==> src/rtl/flash_fe_pkg.sv <==
package flash_fe_pkg;

  localparam int ADDR_W  = 32;
  localparam int EXT_BIT = 7;

  typedef enum logic [2:0] {
    OPC_NONE   = 3'd0,
    OPC_READ   = 3'd1,
    OPC_PROG   = 3'd2,
    OPC_ERASE  = 3'd3,
    OPC_BANKWR = 3'd4,
    OPC_OTHER  = 3'd5
  } opc_class_e;

  function automatic opc_class_e classify_op(input logic [7:0] op,
                                             input logic [7:0] bank_op);
    opc_class_e c;
    if (op == bank_op) begin
      c = OPC_BANKWR;
    end else begin
      case (op)
        8'h03, 8'h0B, 8'h3B, 8'h6B, 8'hBB,
        8'hEB, 8'h0D, 8'hBD, 8'hED:          c = OPC_READ;
        8'h02, 8'h32:                        c = OPC_PROG;
        8'h20, 8'hD8:                        c = OPC_ERASE;
        default:                             c = OPC_OTHER;
      endcase
    end
    return c;
  endfunction

endpackage

==> src/rtl/flash_op_decode.sv <==
module flash_op_decode
  import flash_fe_pkg::*;
#(
  parameter logic [7:0] BANK_WR_OP = 8'h17
) (
  input  logic [7:0]  op_byte,
  output opc_class_e  op_cls,
  output logic        addr_cmd
);

  always_comb begin
    op_cls   = classify_op(op_byte, BANK_WR_OP);
    addr_cmd = (op_cls == OPC_READ) || (op_cls == OPC_PROG) ||
               (op_cls == OPC_ERASE);
  end

endmodule

==> src/rtl/flash_bank_reg.sv <==
module flash_bank_reg
  import flash_fe_pkg::*;
#(
  parameter int BANK_BITS = 2
) (
  input  logic       clk,
  input  logic       rst_n,
  input  logic       wr_en,
  input  logic [7:0] wr_data,
  output logic [7:0] bank_q,
  output logic       ext_mode,
  output logic [7:0] bank_byte
);

  localparam logic [7:0] SEL_MASK  = 8'((1 << BANK_BITS) - 1);
  localparam logic [7:0] KEEP_MASK = SEL_MASK | (8'h1 << EXT_BIT);

  always_ff @(posedge clk or negedge rst_n) begin
    if (!rst_n)     bank_q <= 8'h00;
    else if (wr_en) bank_q <= wr_data & KEEP_MASK;
  end

  assign ext_mode  = bank_q[EXT_BIT];
  assign bank_byte = bank_q & SEL_MASK;

endmodule

==> src/rtl/flash_addr_collect.sv <==
module flash_addr_collect
  import flash_fe_pkg::*;
#(
  parameter logic [7:0] BANK_WR_OP = 8'h17
) (
  input  logic              clk,
  input  logic              rst_n,
  input  logic              cs_n,
  input  logic              in_valid,
  output logic              in_ready,
  input  logic [7:0]        in_byte,
  input  logic              ext_mode,
  input  logic [7:0]        bank_byte,
  output opc_class_e        op_class,
  output logic              start_vld,
  output logic [ADDR_W-1:0] start_addr,
  output logic              bank_wr_en,
  output logic [7:0]        bank_wr_data
);

  typedef enum logic [2:0] {
    ST_OP, ST_ADDR, ST_BDATA, ST_BFULL, ST_SKIP
  } col_state_e;

  col_state_e  state;
  logic [1:0]  cnt;
  logic        four_b;
  logic [23:0] shreg;
  logic [7:0]  pend;
  opc_class_e  dec_cls;
  logic        dec_addr;
  logic        take;
  logic [1:0]  last_idx;

  flash_op_decode #(.BANK_WR_OP(BANK_WR_OP)) dec_i (
    .op_byte  (in_byte),
    .op_cls   (dec_cls),
    .addr_cmd (dec_addr)
  );

  assign in_ready = !cs_n;
  assign take     = in_valid && in_ready;
  assign last_idx = four_b ? 2'd3 : 2'd2;

  always_ff @(posedge clk or negedge rst_n) begin
    if (!rst_n) begin
      state      <= ST_OP;
      cnt        <= '0;
      four_b     <= 1'b0;
      shreg      <= '0;
      pend       <= '0;
      op_class   <= OPC_NONE;
      start_vld  <= 1'b0;
      start_addr <= '0;
    end else if (cs_n) begin
      state     <= ST_OP;
      cnt       <= '0;
      op_class  <= OPC_NONE;
      start_vld <= 1'b0;
    end else begin
      start_vld <= 1'b0;
      if (take) begin
        case (state)
          ST_OP: begin
            op_class <= dec_cls;
            cnt      <= '0;
            four_b   <= ext_mode;
            if (dec_addr)                  state <= ST_ADDR;
            else if (dec_cls == OPC_BANKWR) state <= ST_BDATA;
            else                           state <= ST_SKIP;
          end
          ST_ADDR: begin
            shreg <= {shreg[15:0], in_byte};
            cnt   <= cnt + 2'd1;
            if (cnt == last_idx) begin
              start_vld  <= 1'b1;
              start_addr <= four_b ? {shreg, in_byte}
                                   : {bank_byte, shreg[15:0], in_byte};
              state      <= ST_SKIP;
            end
          end
          ST_BDATA: begin
            pend  <= in_byte;
            state <= ST_BFULL;
          end
          default: ;
        endcase
      end
    end
  end

  assign bank_wr_en   = cs_n && (state == ST_BFULL);
  assign bank_wr_data = pend;


  start_pulse_chk: assert property (@(posedge clk) disable iff (!rst_n)
    start_vld |=> !start_vld);


  class_clear_chk: assert property (@(posedge clk) disable iff (!rst_n)
    cs_n |=> (op_class == OPC_NONE) && !start_vld);

endmodule

==> src/rtl/flash_rd_counter.sv <==
module flash_rd_counter
  import flash_fe_pkg::*;
#(
  parameter int ARRAY_AW = 25
) (
  input  logic              clk,
  input  logic              rst_n,
  input  logic              cs_n,
  input  logic              load,
  input  logic [ADDR_W-1:0] load_addr,
  input  logic              adv,
  output logic [ADDR_W-1:0] rd_addr,
  output logic              eoa
);

  localparam logic [ARRAY_AW-1:0] LAST = '1;

  logic [ARRAY_AW-1:0] cnt;
  logic                active;

  always_ff @(posedge clk or negedge rst_n) begin
    if (!rst_n) begin
      cnt    <= '0;
      active <= 1'b0;
    end else if (load) begin
      cnt    <= load_addr[ARRAY_AW-1:0];
      active <= 1'b1;
    end else if (cs_n) begin
      active <= 1'b0;
    end else if (active && adv && (cnt != LAST)) begin
      cnt <= cnt + 1'b1;
    end
  end

  assign rd_addr = ADDR_W'(cnt);
  assign eoa     = active && (cnt == LAST);


  adv_step_chk: assert property (@(posedge clk) disable iff (!rst_n)
    active && adv && !eoa && !load && !cs_n |=> rd_addr == $past(rd_addr) + 32'd1);


  eoa_hold_chk: assert property (@(posedge clk) disable iff (!rst_n)
    eoa && !load |=> $stable(rd_addr));

endmodule

==> src/rtl/flash_addr_front.sv <==
module flash_addr_front
  import flash_fe_pkg::*;
#(
  parameter int         ARRAY_AW   = 25,
  parameter int         BANK_BITS  = 2,
  parameter logic [7:0] BANK_WR_OP = 8'h17
) (
  input  logic        clk,
  input  logic        rst_n,
  input  logic        cs_n,
  input  logic        in_valid,
  output logic        in_ready,
  input  logic [7:0]  in_byte,
  input  logic        rd_adv,
  output logic [2:0]  op_class,
  output logic        start_vld,
  output logic [31:0] start_addr,
  output logic [31:0] rd_addr,
  output logic        eoa,
  output logic [7:0]  bank_q
);

  localparam logic [7:0] SEL_MASK = 8'((1 << BANK_BITS) - 1);

  opc_class_e cls;
  logic       ext_mode;
  logic [7:0] bank_byte;
  logic       bank_wr_en;
  logic [7:0] bank_wr_data;
  logic       rd_load;

  flash_bank_reg #(.BANK_BITS(BANK_BITS)) bank_i (
    .clk       (clk),
    .rst_n     (rst_n),
    .wr_en     (bank_wr_en),
    .wr_data   (bank_wr_data),
    .bank_q    (bank_q),
    .ext_mode  (ext_mode),
    .bank_byte (bank_byte)
  );

  flash_addr_collect #(.BANK_WR_OP(BANK_WR_OP)) col_i (
    .clk          (clk),
    .rst_n        (rst_n),
    .cs_n         (cs_n),
    .in_valid     (in_valid),
    .in_ready     (in_ready),
    .in_byte      (in_byte),
    .ext_mode     (ext_mode),
    .bank_byte    (bank_byte),
    .op_class     (cls),
    .start_vld    (start_vld),
    .start_addr   (start_addr),
    .bank_wr_en   (bank_wr_en),
    .bank_wr_data (bank_wr_data)
  );

  assign rd_load  = start_vld && (cls == OPC_READ);
  assign op_class = cls;

  flash_rd_counter #(.ARRAY_AW(ARRAY_AW)) cnt_i (
    .clk       (clk),
    .rst_n     (rst_n),
    .cs_n      (cs_n),
    .load      (rd_load),
    .load_addr (start_addr),
    .adv       (rd_adv),
    .rd_addr   (rd_addr),
    .eoa       (eoa)
  );


  bank_hold_chk: assert property (@(posedge clk) disable iff (!rst_n)
    !cs_n && !$past(cs_n) |-> $stable(bank_q));


  top_byte_chk: assert property (@(posedge clk) disable iff (!rst_n)
    start_vld && !bank_q[EXT_BIT] |-> start_addr[31:24] == (bank_q & SEL_MASK));

endmodule

==> config.mk <==
export PLATFORM = sky130hd
export DESIGN_NAME = flash_addr_front
export DESIGN_NICKNAME = d
export VERILOG_FILES = /design/src/rtl/flash_fe_pkg.sv /design/src/rtl/flash_op_decode.sv /design/src/rtl/flash_bank_reg.sv /design/src/rtl/flash_addr_collect.sv /design/src/rtl/flash_rd_counter.sv /design/src/rtl/flash_addr_front.sv
export SDC_FILE = /design/constraint.sdc
export NUM_CORES = 1
export LEC_CHECK = 0
export ABC_CLOCK_PERIOD_IN_PS = 2500
export BUFFER_PORTS_ARGS = -buffer_cell sky130_fd_sc_hd__buf_2
export CELL_PAD_IN_SITES_DETAIL_PLACEMENT = 0
export CELL_PAD_IN_SITES_GLOBAL_PLACEMENT = 1
export CORE_AREA = 2 2 125 96
export DETAILED_ROUTE_END_ITERATION = 12
export DIE_AREA = 0 0 127 98
export PLACE_DENSITY = 0.78
export SLEW_MARGIN = 20
export SYNTH_ARGS = -nofsm -noshare
export SYNTH_HDL_FRONTEND = slang
export SYNTH_SLANG_ARGS = --single-unit
==> constraint.sdc <==
create_clock -name clk -period 2.5 [get_ports clk]
set_input_delay 0.5 -clock clk [delete_from_list [all_inputs] [get_ports clk]]
set_output_delay 0.5 -clock clk [all_outputs]
set_load 0.05 [all_outputs]
# == Word level (Yosys, flattened, before mapping) ==
# Index checks and enable logic that the tools add are counted.
# totals
reg_bits,103
in_bits,13
out_inout_bits,78
# op_classes
add_sub_neg,2
eq_ne,27
n_mux,25
bitwise_logic,1
reduce_logical,27
# op_table
cell,n
two-way mux 25 bit,3
"== test 8 bit, second input constant",5
two-way mux 32 bit,1
two-way mux 3 bit,9
"adder 25 x 1 -> 25 bit, second input constant",1
"== test 25 bit, second input constant",1
"!= test 25 bit, second input constant",1
"== test 8 x 6 -> 1 bit, second input constant",3
case mux 3 bit (3 select lines),2
"== test 8 x 2 -> 1 bit, second input constant",2
"== test 8 x 4 -> 1 bit, second input constant",2
"== test 3 x 2 -> 1 bit, second input constant",4
AND reduction 3 bit,4
"== test 3 x 1 -> 1 bit, second input constant",3
OR reduction 9 bit,1
"== test 8 x 5 -> 1 bit, second input constant",1
"== test 8 x 7 -> 1 bit, second input constant",1
nonzero test 2 bit,4
two-way mux 1 bit,7
logical AND 1 bit,6
AND reduction 2 bit,3
two-way mux 2 bit,2
case mux 2 bit (2 select lines),1
AND reduction 4 bit,1
other kinds (12),14

# == Longest topological paths before layout ==
# Gate-level depths: netlist of run 1.
# logic_depth
word_depth,11
ltp_mapped,7

# == Hierarchy ==
# Synthesis of run 1 repeated with hierarchy kept, for this count alone.
# unflattened
cells_unflattened,456
area_unflattened_um2,5221.3
# modules_own_cells
module,n_inst,cells_each,area_per_inst_um2,seq_area_each_um2
flash_addr_collect,1,216,3084.2,1851.8
flash_rd_counter,1,190,1692.9,650.6
flash_bank_reg,1,21,217.7,75.1
flash_op_decode,1,28,214.0,0.0
flash_addr_front,1,1,12.5,0.0

# == Least setup slack after synthesis of run 1 ==
# Ideal clock, no wire load.
# synth_timing
path_type,register to output
startpoint,register cnt_i.cnt[0]
endpoint,output eoa
t_arrival_ns,2.225
slack_ns,-0.225
path_stages_with_launch,7
path_buffers,1
cell_sequence,dfrtp_1 ha_1 nand3_1 nor3_1 and3_1 buf_4 and2_1
# synth_via
elab_chain_len,2
# synth_rtl
element,line,source
start: declaration,flash_rd_counter.sv:18,logic [ARRAY_AW-1:0] cnt;
start signal: assignment,flash_rd_counter.sv:26,cnt <= load_addr[ARRAY_AW-1:0];
start signal: assignment,flash_rd_counter.sv:31,cnt <= cnt + 1'b1;
== test 25 bit,flash_rd_counter.sv:36,assign eoa = active && (cnt == LAST);
logical AND 1 bit,flash_rd_counter.sv:36,
end: declaration,flash_addr_front.sv:19,"output logic eoa,"
# No other way between the ends.

# == Worst setup path after layout of run 1 ==
# layout_timing
startpoint,register cnt_i.cnt[18]
endpoint,output eoa
# Same word-level chain as after synthesis.

==> summary.md, run 1 <==
The analysis attributes to cell leakage a power of 2.637 nW. The fraction of synthesized area in multiplexers came out at 13.54%. The maximum number of pins on one net before global-route repair was 45; the pre-CTS setup slack was 0.2134 ns.

The number of library cell types mapped by synthesis came out at 55. The total area inside the core boundary comes to 11,320 um2. The adder-cell area share of the yosys netlist came out at 0.2649%. The final route contains 3,656 vias.

The tools report the placed cell area as 5314 um2. The path class of the tightest hold or removal check is in -> async. The post-layout minimum cycle time was 2.423 ns. The first global-routing pass estimated 18,910 um of wire. The post-synthesis share of cell area spent on and, or, nand and nor gates was 17.11%. After the first detailed-routing iteration, the DRC count stood at 266.

The final design instance area without fill is 5649 um2, and the number of antenna repair diodes is 0. Setup total negative slack on the finished layout was measured at 0 ns. Power comes to 3.250 mW.

Dividing the final minimum period by the clock period gives 96.92%. The post-synthesis share of cell area spent on xor and xnor gates works out to 3.152%. The netlist area before placement is 4723 um2, and the number of synthesized flops with an enable pin is 0. Of the post-synthesis cell area, the dominant cell type holds 51.92%. The number of buffer and inverter instances along the worst setup path came out at 1. From bottom edge to top edge, the die measures 98 um. The number of buffers on the longest clock path is 2, and the ratio of cells with drive above 1 in the final layout is 35.82%.

The logs give 58.76% for the max-slew headroom at the worst pin and 0 for the max-slew violation count. The signal on the critical path passes through nand3_1 > nor4_4 > and3_1 > and2_2 > buf_4. The layout-stage area growth over the synthesis result is 19.60%, and the die outline width is 127 um. For the initial antenna violation count, the log shows 0. The final hold violation count came out at 0. The kind of cell adding the most delay to the critical path was simple AND/OR/NAND/NOR gates. The run gives 0.07697 ns as the post-layout worst setup margin. Power density normalized to cell area: 575.3 nW/um2. The total of max-cap violations came out at 0. By area, the combinational part of the netlist is dominated by simple AND/OR/NAND/NOR gates. The number of DRC violations after detailed routing is 0, and the share of the synthesized area in compound gates (AO/OA/AOI/OAI) is 9.139%. The number of clock buffers added by TritonCTS is 9. The number of warnings printed during yosys synthesis was 0. The die area is 12,450 um2. For the pin with the worst max-slew slack, the measured transition is 0.6186 ns. The top flip-flop cell by instance count after synthesis is dfrtp_1. The average cell area after synthesis is 10.76 um2, and the detailed placer's ending HPWL is 8432 um. The ratio of routed vias to standard cells was 5.489; the number of port buffers was 78. The cell with the biggest individual delay on the critical path is dfrtp_1. Clock latency on the worst-skew pair, taken at its later pin, is 0.34 ns. Data on the critical path is required at its endpoint by 2.00 ns. Of the synthesized area, sequential elements account for 51.92%.

The number of routed nets with antenna violations came out at 0. Once the floorplan was initialized, standard cells occupied 41.74% of the core. The maximum clock skew at final layout came out at 0.007235 ns. The worst setup path is launched from a flip-flop.

The register bit total from synthesis was 98. The number of nets in the finished design is 531. The largest driver fanout on the critical path came out at 6. The sum of overflow across all layers after global routing is 0. The run gives 34 as the count of standard-cell rows. The tree is rooted in a clkbuf_16. In the global route stage, overall resource usage came out at 18.98%. The maximum resistive drop on vdd is 318.7 uV. Dividing the detail-routed wire length by the instance count gives 17.30 um.

The worst setup path is of the reg -> out kind. For this run, the slowest stage of the critical path takes 0.46 ns. Routability-driven placement finished with a final weighted congestion of 0.8642. After clock tree synthesis, the clock-pin slew on the worst setup and hold paths is 0.07 ns. The filler cells instantiated in the layout total 1,021.

Synthesis produced a netlist whose cell count is 439. Post-CTS timing repair inserted 0 buffers for setup. The H-tree level count came out at 3.

Final count of negative-setup-slack endpoints: 0. The worst setup path is captured at a primary output. The arrival time of the worst setup path came out at 1.92 ns. Library cell with the highest instance count after synthesis: dfrtp_1. Cell type with the highest aggregate area in the netlist: dfrtp_1. Sorting the synthesized cells by area gives the leading types as dfrtp_1, mux2_2, nand2_1, xnor2_1, o21ai_0. The number of ports placed on the die boundary was 91; the share of flip-flops with an asynchronous set or reset was 100.0%. Summed over all layers, the routed wires come to 11,520 um. The run finished with clean final reports.

The clock net sink count came out at 98. TritonCTS built the clock tree. The iteration count of the initial detailed-routing pass came out at 4. In the synthesized netlist, the cells that appear most often are dfrtp_1, mux2_2, nand2_1, o21ai_0, nand3_1.

The highest clock rate is 412.7 MHz, and the via count of the first global-routing pass is 3,573.
## routing by layer
layer | GRT usage, % | vias to the layer above | share of wire [%]
met2 | 27.38 | 110 | 44
met3 | 4.164 | 4 | 4.9
met1 | 29.36 | 1818 | 51
met4 | 3.973 | 0 | 0.32
li1 | - | 1724 | -
met5 | 0 | - | 0
## registers in the layout, summed over array words and instances (netlist names)
name                count
col_i.start_vld         1
col_i.four_b            1
cnt_i.cnt              25
col_i.cnt               2
col_i.state             3
bank_i.bank_q           3
col_i.shreg            24
col_i.op_class          3
col_i.start_addr       32
cnt_i.active            1
col_i.bank_wr_data      3
## final cells by class
cell class                      count  area [um2]  area share, %
Tap cell                          144       180.2          3.189
Multi-Input combinational cell    308        2130          37.70
Inverter                            6       22.52         0.3987
Clock inverter                      7       86.33          1.528
Sequential cell                    98        2465          43.63
Timing Repair Buffer               94       540.5          9.568
Clock buffer                        9       225.2          3.987
## cells in the final DEF, fill, tap and decap left out, types with 6 or more instances in the layout
cell type / netlist / layout
a21oi_1: 17 / 17
a31oi_1: 6 / 6
buf_2: 7 / 76
buf_4: 14 / 16
clkbuf_16: 0 / 9
conb_1: 1 / 12
dfrtp_1: 98 / 88
dfrtp_2: 0 / 10
inv_1: 6 / 6
mux2_2: 54 / 54
nand2_1: 46 / 46
nand3_1: 20 / 19
nand4_1: 10 / 10
nor2_1: 18 / 18
nor3_1: 11 / 10
o21ai_0: 27 / 27
or4_1: 7 / 7
xnor2_1: 16 / 16
## worst reg2reg max path, delay by kind of cell, from the launching register on
kind            cells  cell delay (ns)
compound gates      1             0.16
simple gates        4             1.42
flops               1             0.49
## repair_timing
action                                  4_1_cts  5_1_grt
gates resized for setup                       1        4
pin swaps                                     1        2
endpoints found under the setup margin        1        1
hold buffers                                  0        0
## final timing paths
kind | cells after the start | endpoint | from | slack [ns]
setup / recovery | 5 | eoa | cnt_i.cnt[18] | 0.08
hold / removal | 1 | cnt_i.cnt[20] | rst_n | 0.16
setup reg to reg | 5 | cnt_i.cnt[19] | cnt_i.cnt[2] | 0.36
hold reg to reg | 2 | col_i.start_addr[26] | col_i.start_addr[26] | 0.48
max in group asynchronous | 2 | cnt_i.cnt[13] | rst_n | 1.69
min in group clk | 2 | col_i.start_addr[26] | col_i.start_addr[26] | 0.48
## stage by stage
stage | hold WS [ns] | utilization (%) | instances
floorplan | 0.2044 | - | 450
CTS | 0.1858 | 49.73 | 666
finish | 0.1622 | 49.92 | 666
global placement | 0.4562 | 46.96 | 650
detailed placement | 0.4706 | 46.96 | 650
global route | 0.2143 | 49.92 | 666
## cells by family (layout without fill, tap and decap cells)
family | Yosys count | in the layout
simple gates | 150 | 150
flops | 98 | 98
compound gates | 71 | 71
mux | 57 | 57
buf+inv | 44 | 116
xor+xnor | 17 | 17
fa+ha+maj | 1 | 1
other cells | 1 | 12
## where the power goes
part	switching [mW]	total (mW)	leakage, nW	internal, mW
Combinational	0.140	0.190	1.26	0.0507
Sequential	0.0244	1.63	1.23	1.61
Clock	0.630	1.43	0.150	0.797
Power figures use the tool's default switching activity.
==> inputs of run 2 (changes only) <==
Settings changed: PLACE_DENSITY 0.78 to 0.85.
==> run 2 against run 1 <==
Clock power is 6% lower. Via count rose by 2.5%. Final area is 0.18% lower. Register-to-register slack got worse by 0.09 ns. Global-route usage is 0.46 points higher. First-iteration DRC count increased by 5.6%. Routed wire length rose by 2.2%. Cell count grew 0.45%. Count of clock-buffer cells in the layout is 1 higher. Maximum frequency up 1.7%. Flip-flop and latch count did not move. Utilization down 0.089 points.
==> summary.md, run 2 (same netlist as run 1, synthesis figures left out) <==
The tools report the total via count in the routed design as 3,746. The worst hold path belongs to the class in -> async. The layout has 1,041 filler cells. The startpoint kind of the worst setup timing path was a flip-flop. For the worst-skew pair, the clock arrives at the later sink with an insertion delay of 0.35 ns.

The analysis attributes to net switching a power of 789.3 uW. VDD sags by at most 348.9 uV. The largest driver fanout on the critical path works out to 6. Once detailed placement completed, the half-perimeter wirelength came to 8530 um. The post-route setup TNS is 0 ns, and the ratio of routed vias to standard cells is 5.599. The fraction of power spent switching nets came out at 24.95%. The element type at the critical path end is a primary output.

In this run the clock root is driven by a clkbuf_16. The fraction of power consumed by combinational cells is 6.1%, and the number of buffers created by CTS is 9. For the max-slew headroom at the worst pin, the log shows 62.76%. The number of port buffers is 78.

For the number of antenna repair diodes, the log shows 0. The start point of the critical path was cnt_i.cnt[12]. For the final database, setup skew stands at 0.008208 ns. The first-pass GRT wire length is 19,050 um, and the setup slack on the worst flop-to-flop path is 0.27 ns.

The number of DRC violations after detailed routing came out at 0. The area of the multi-input gates was 2132 um2. The run gives 19.44% as the total global routing track utilization. Setup violations remaining at the end of the flow were counted as 0. The capture point of the worst reg-to-reg path was cnt_i.cnt[20].

For the worst setup path, the data arrival time is 1.88 ns. On the worst path, the slowest cell contributes a delay of 0.42 ns. The run gives 0.8431 as the global placer's final weighted congestion. STA puts the critical path data required time at 2.00 ns.

From left edge to right edge, the die measures 127 um. The initial antenna violation count is 0. The highest clock rate is 419.5 MHz. Leaving out fill and tap cells, the most frequent cells in the layout are dfrtp_1, buf_2, mux2_2.

The power density normalized to cell area was 560.9 nW/um2; the flip-flop and latch area was 2465 um2. The internal power of the cells is 2.374 mW, and the average wire per cell in the routed design is 17.60 um. Entering global routing, the biggest net connects 42 pins. The signal on the critical path passes through nand4_1 > nor4_4 > and3_4 > and2_2 > buf_4. The number of ports placed on the die boundary is 91. The floorplan step defined a die boundary enclosing 12,450 um2.

The number of buffers on the longest clock path came out at 2. The tree built by TritonCTS fans out to 98 sinks. In this run the standard cell core region covers 11,320 um2. The cell with the biggest individual delay on the critical path was dfrtp_2. For the final core utilization, the log shows 49.83%. The initial cell density of the core was 41.74%. The first detailed-routing pass took 5 iterations.

The floorplan has 34 rows. The tools report the final hold violation count as 0. The ratio of cells with drive above 1 in the final layout was 36.19%; the post-layout minimum cycle time was 2.384 ns. The path depth of the worst reg2reg path is 6, and the H-tree level count is 3. The non-filler instance count after layout came out at 669. For the pin with the worst max-slew slack, the measured transition is 0.5577 ns. Clock-pin slew was measured on the worst setup and hold paths at 0.07 ns. Die height: 98 um. The run gives 281 as the first-iteration detailed-routing DRC count. The kind of critical path was reg -> out.

The via count of the first global-routing pass was 3,587. The layout-stage area growth over the synthesis result was 19.39%; the number of flip-flops under the largest register name was 32. The run gives 0 as the number of routed nets with antenna violations.

Max-cap violations in this run came to 0. Setup repair after global routing left no endpoint under its margin. In the final layout, the registers with the most flip-flops are col_i.start_addr: 32 flops, cnt_i.cnt: 25 flops, col_i.shreg: 24 flops. In the final design database the tool counted 534 nets. The fraction of the cycle the final worst path needs came out at 95.35%. The routed design has 11,770 um of wire. The run gives 0 as the max-slew violation count.

The sequential group share of total power is 51.6%. TritonCTS built the clock tree. The startpoint identified for the worst register-to-register timing path is cnt_i.cnt[8].

For this run the aggregate overflow at the end of global routing stands at 0. Including well taps, the total number of placed cells is 650. The flow ran to the end, and the final reports show no timing, DRC or antenna violations. The library cell used most frequently in the layout, excluding fill and tap cells, is dfrtp_1. Largest register by flop count: col_i.start_addr. The capturing instance or port of the critical path was eoa.

In this run the static leakage power is 2.647 nW. The clock network is responsible for 42.3% of the overall power.
==> run 2: power groups by stage <==
stage	clock [mW]	combinational (mW)	sequential, mW
after detailed placement	0	0.192	1.66
after global placement	0	0.187	1.66
after global routing	1.44	0.210	1.64
after CTS	1.37	0.192	1.63
final	1.34	0.192	1.63
after floorplan	0	0.121	1.66
==> run 2: critical path, delay by kind of cell (launching register included) <==
kind                   cells  cell delay [ns]
buffers and inverters      1             0.19
flip-flops                 1             0.42
AND/OR/NAND/NOR            4             0.93
==> run 2: final cells by class <==
cell class / instances / area share [%]
sequential: 98 / 43.71
multi-input combinational: 308 / 37.81
timing repair buffer: 97 / 9.763
clock buffer: 10 / 4.238
tap: 144 / 3.195
clock inverter: 6 / 0.8875
inverter: 6 / 0.3994
==> run 2: timing repair <==
item / CTS / global route
pin swaps: 1 / 3
buffers inserted: 0 / 3
endpoints found under the setup margin: 1 / 1
hold buffers: 0 / 0
gates resized for setup: 2 / 3
==> run 2: how the worst min path moves through the flow <==
stage / end / start / slack, ns
floorplan: bank_i.bank_q[0] / rst_n / 0.20
global placement: col_i.start_addr[28] / col_i.start_addr[28] / 0.46
detailed placement: col_i.start_addr[30] / col_i.start_addr[30] / 0.47
CTS: cnt_i.cnt[20] / rst_n / 0.12
global route: cnt_i.cnt[20] / rst_n / 0.15
finish: cnt_i.cnt[20] / rst_n / 0.12
==> run 2: through the flow <==
| stage | power [mW] | area, um2 | setup slack, ns | hold slack [ns] |
|---|---|---|---|---|
| floorplan | 1.785 | 4778 | 0.07691 | 0.2044 |
| global placement | 1.848 | 5301 | 0.2145 | 0.4589 |
| detailed placement | 1.855 | 5301 | 0.1662 | 0.4664 |
| CTS | 3.190 | 5598 | 0.02590 | 0.1179 |
| global route | 3.289 | 5639 | 0.002958 | 0.1466 |
| finish | 3.163 | 5639 | 0.1163 | 0.1153 |
==> run 2: routing by layer <==
layer,track usage [%],wire [um],up-vias
li1,-,-,1730
met1,29.30,5650,1885
met2,27.50,5253,123
met3,5.589,781,8
met4,4.903,89,0
met5,0,0,-
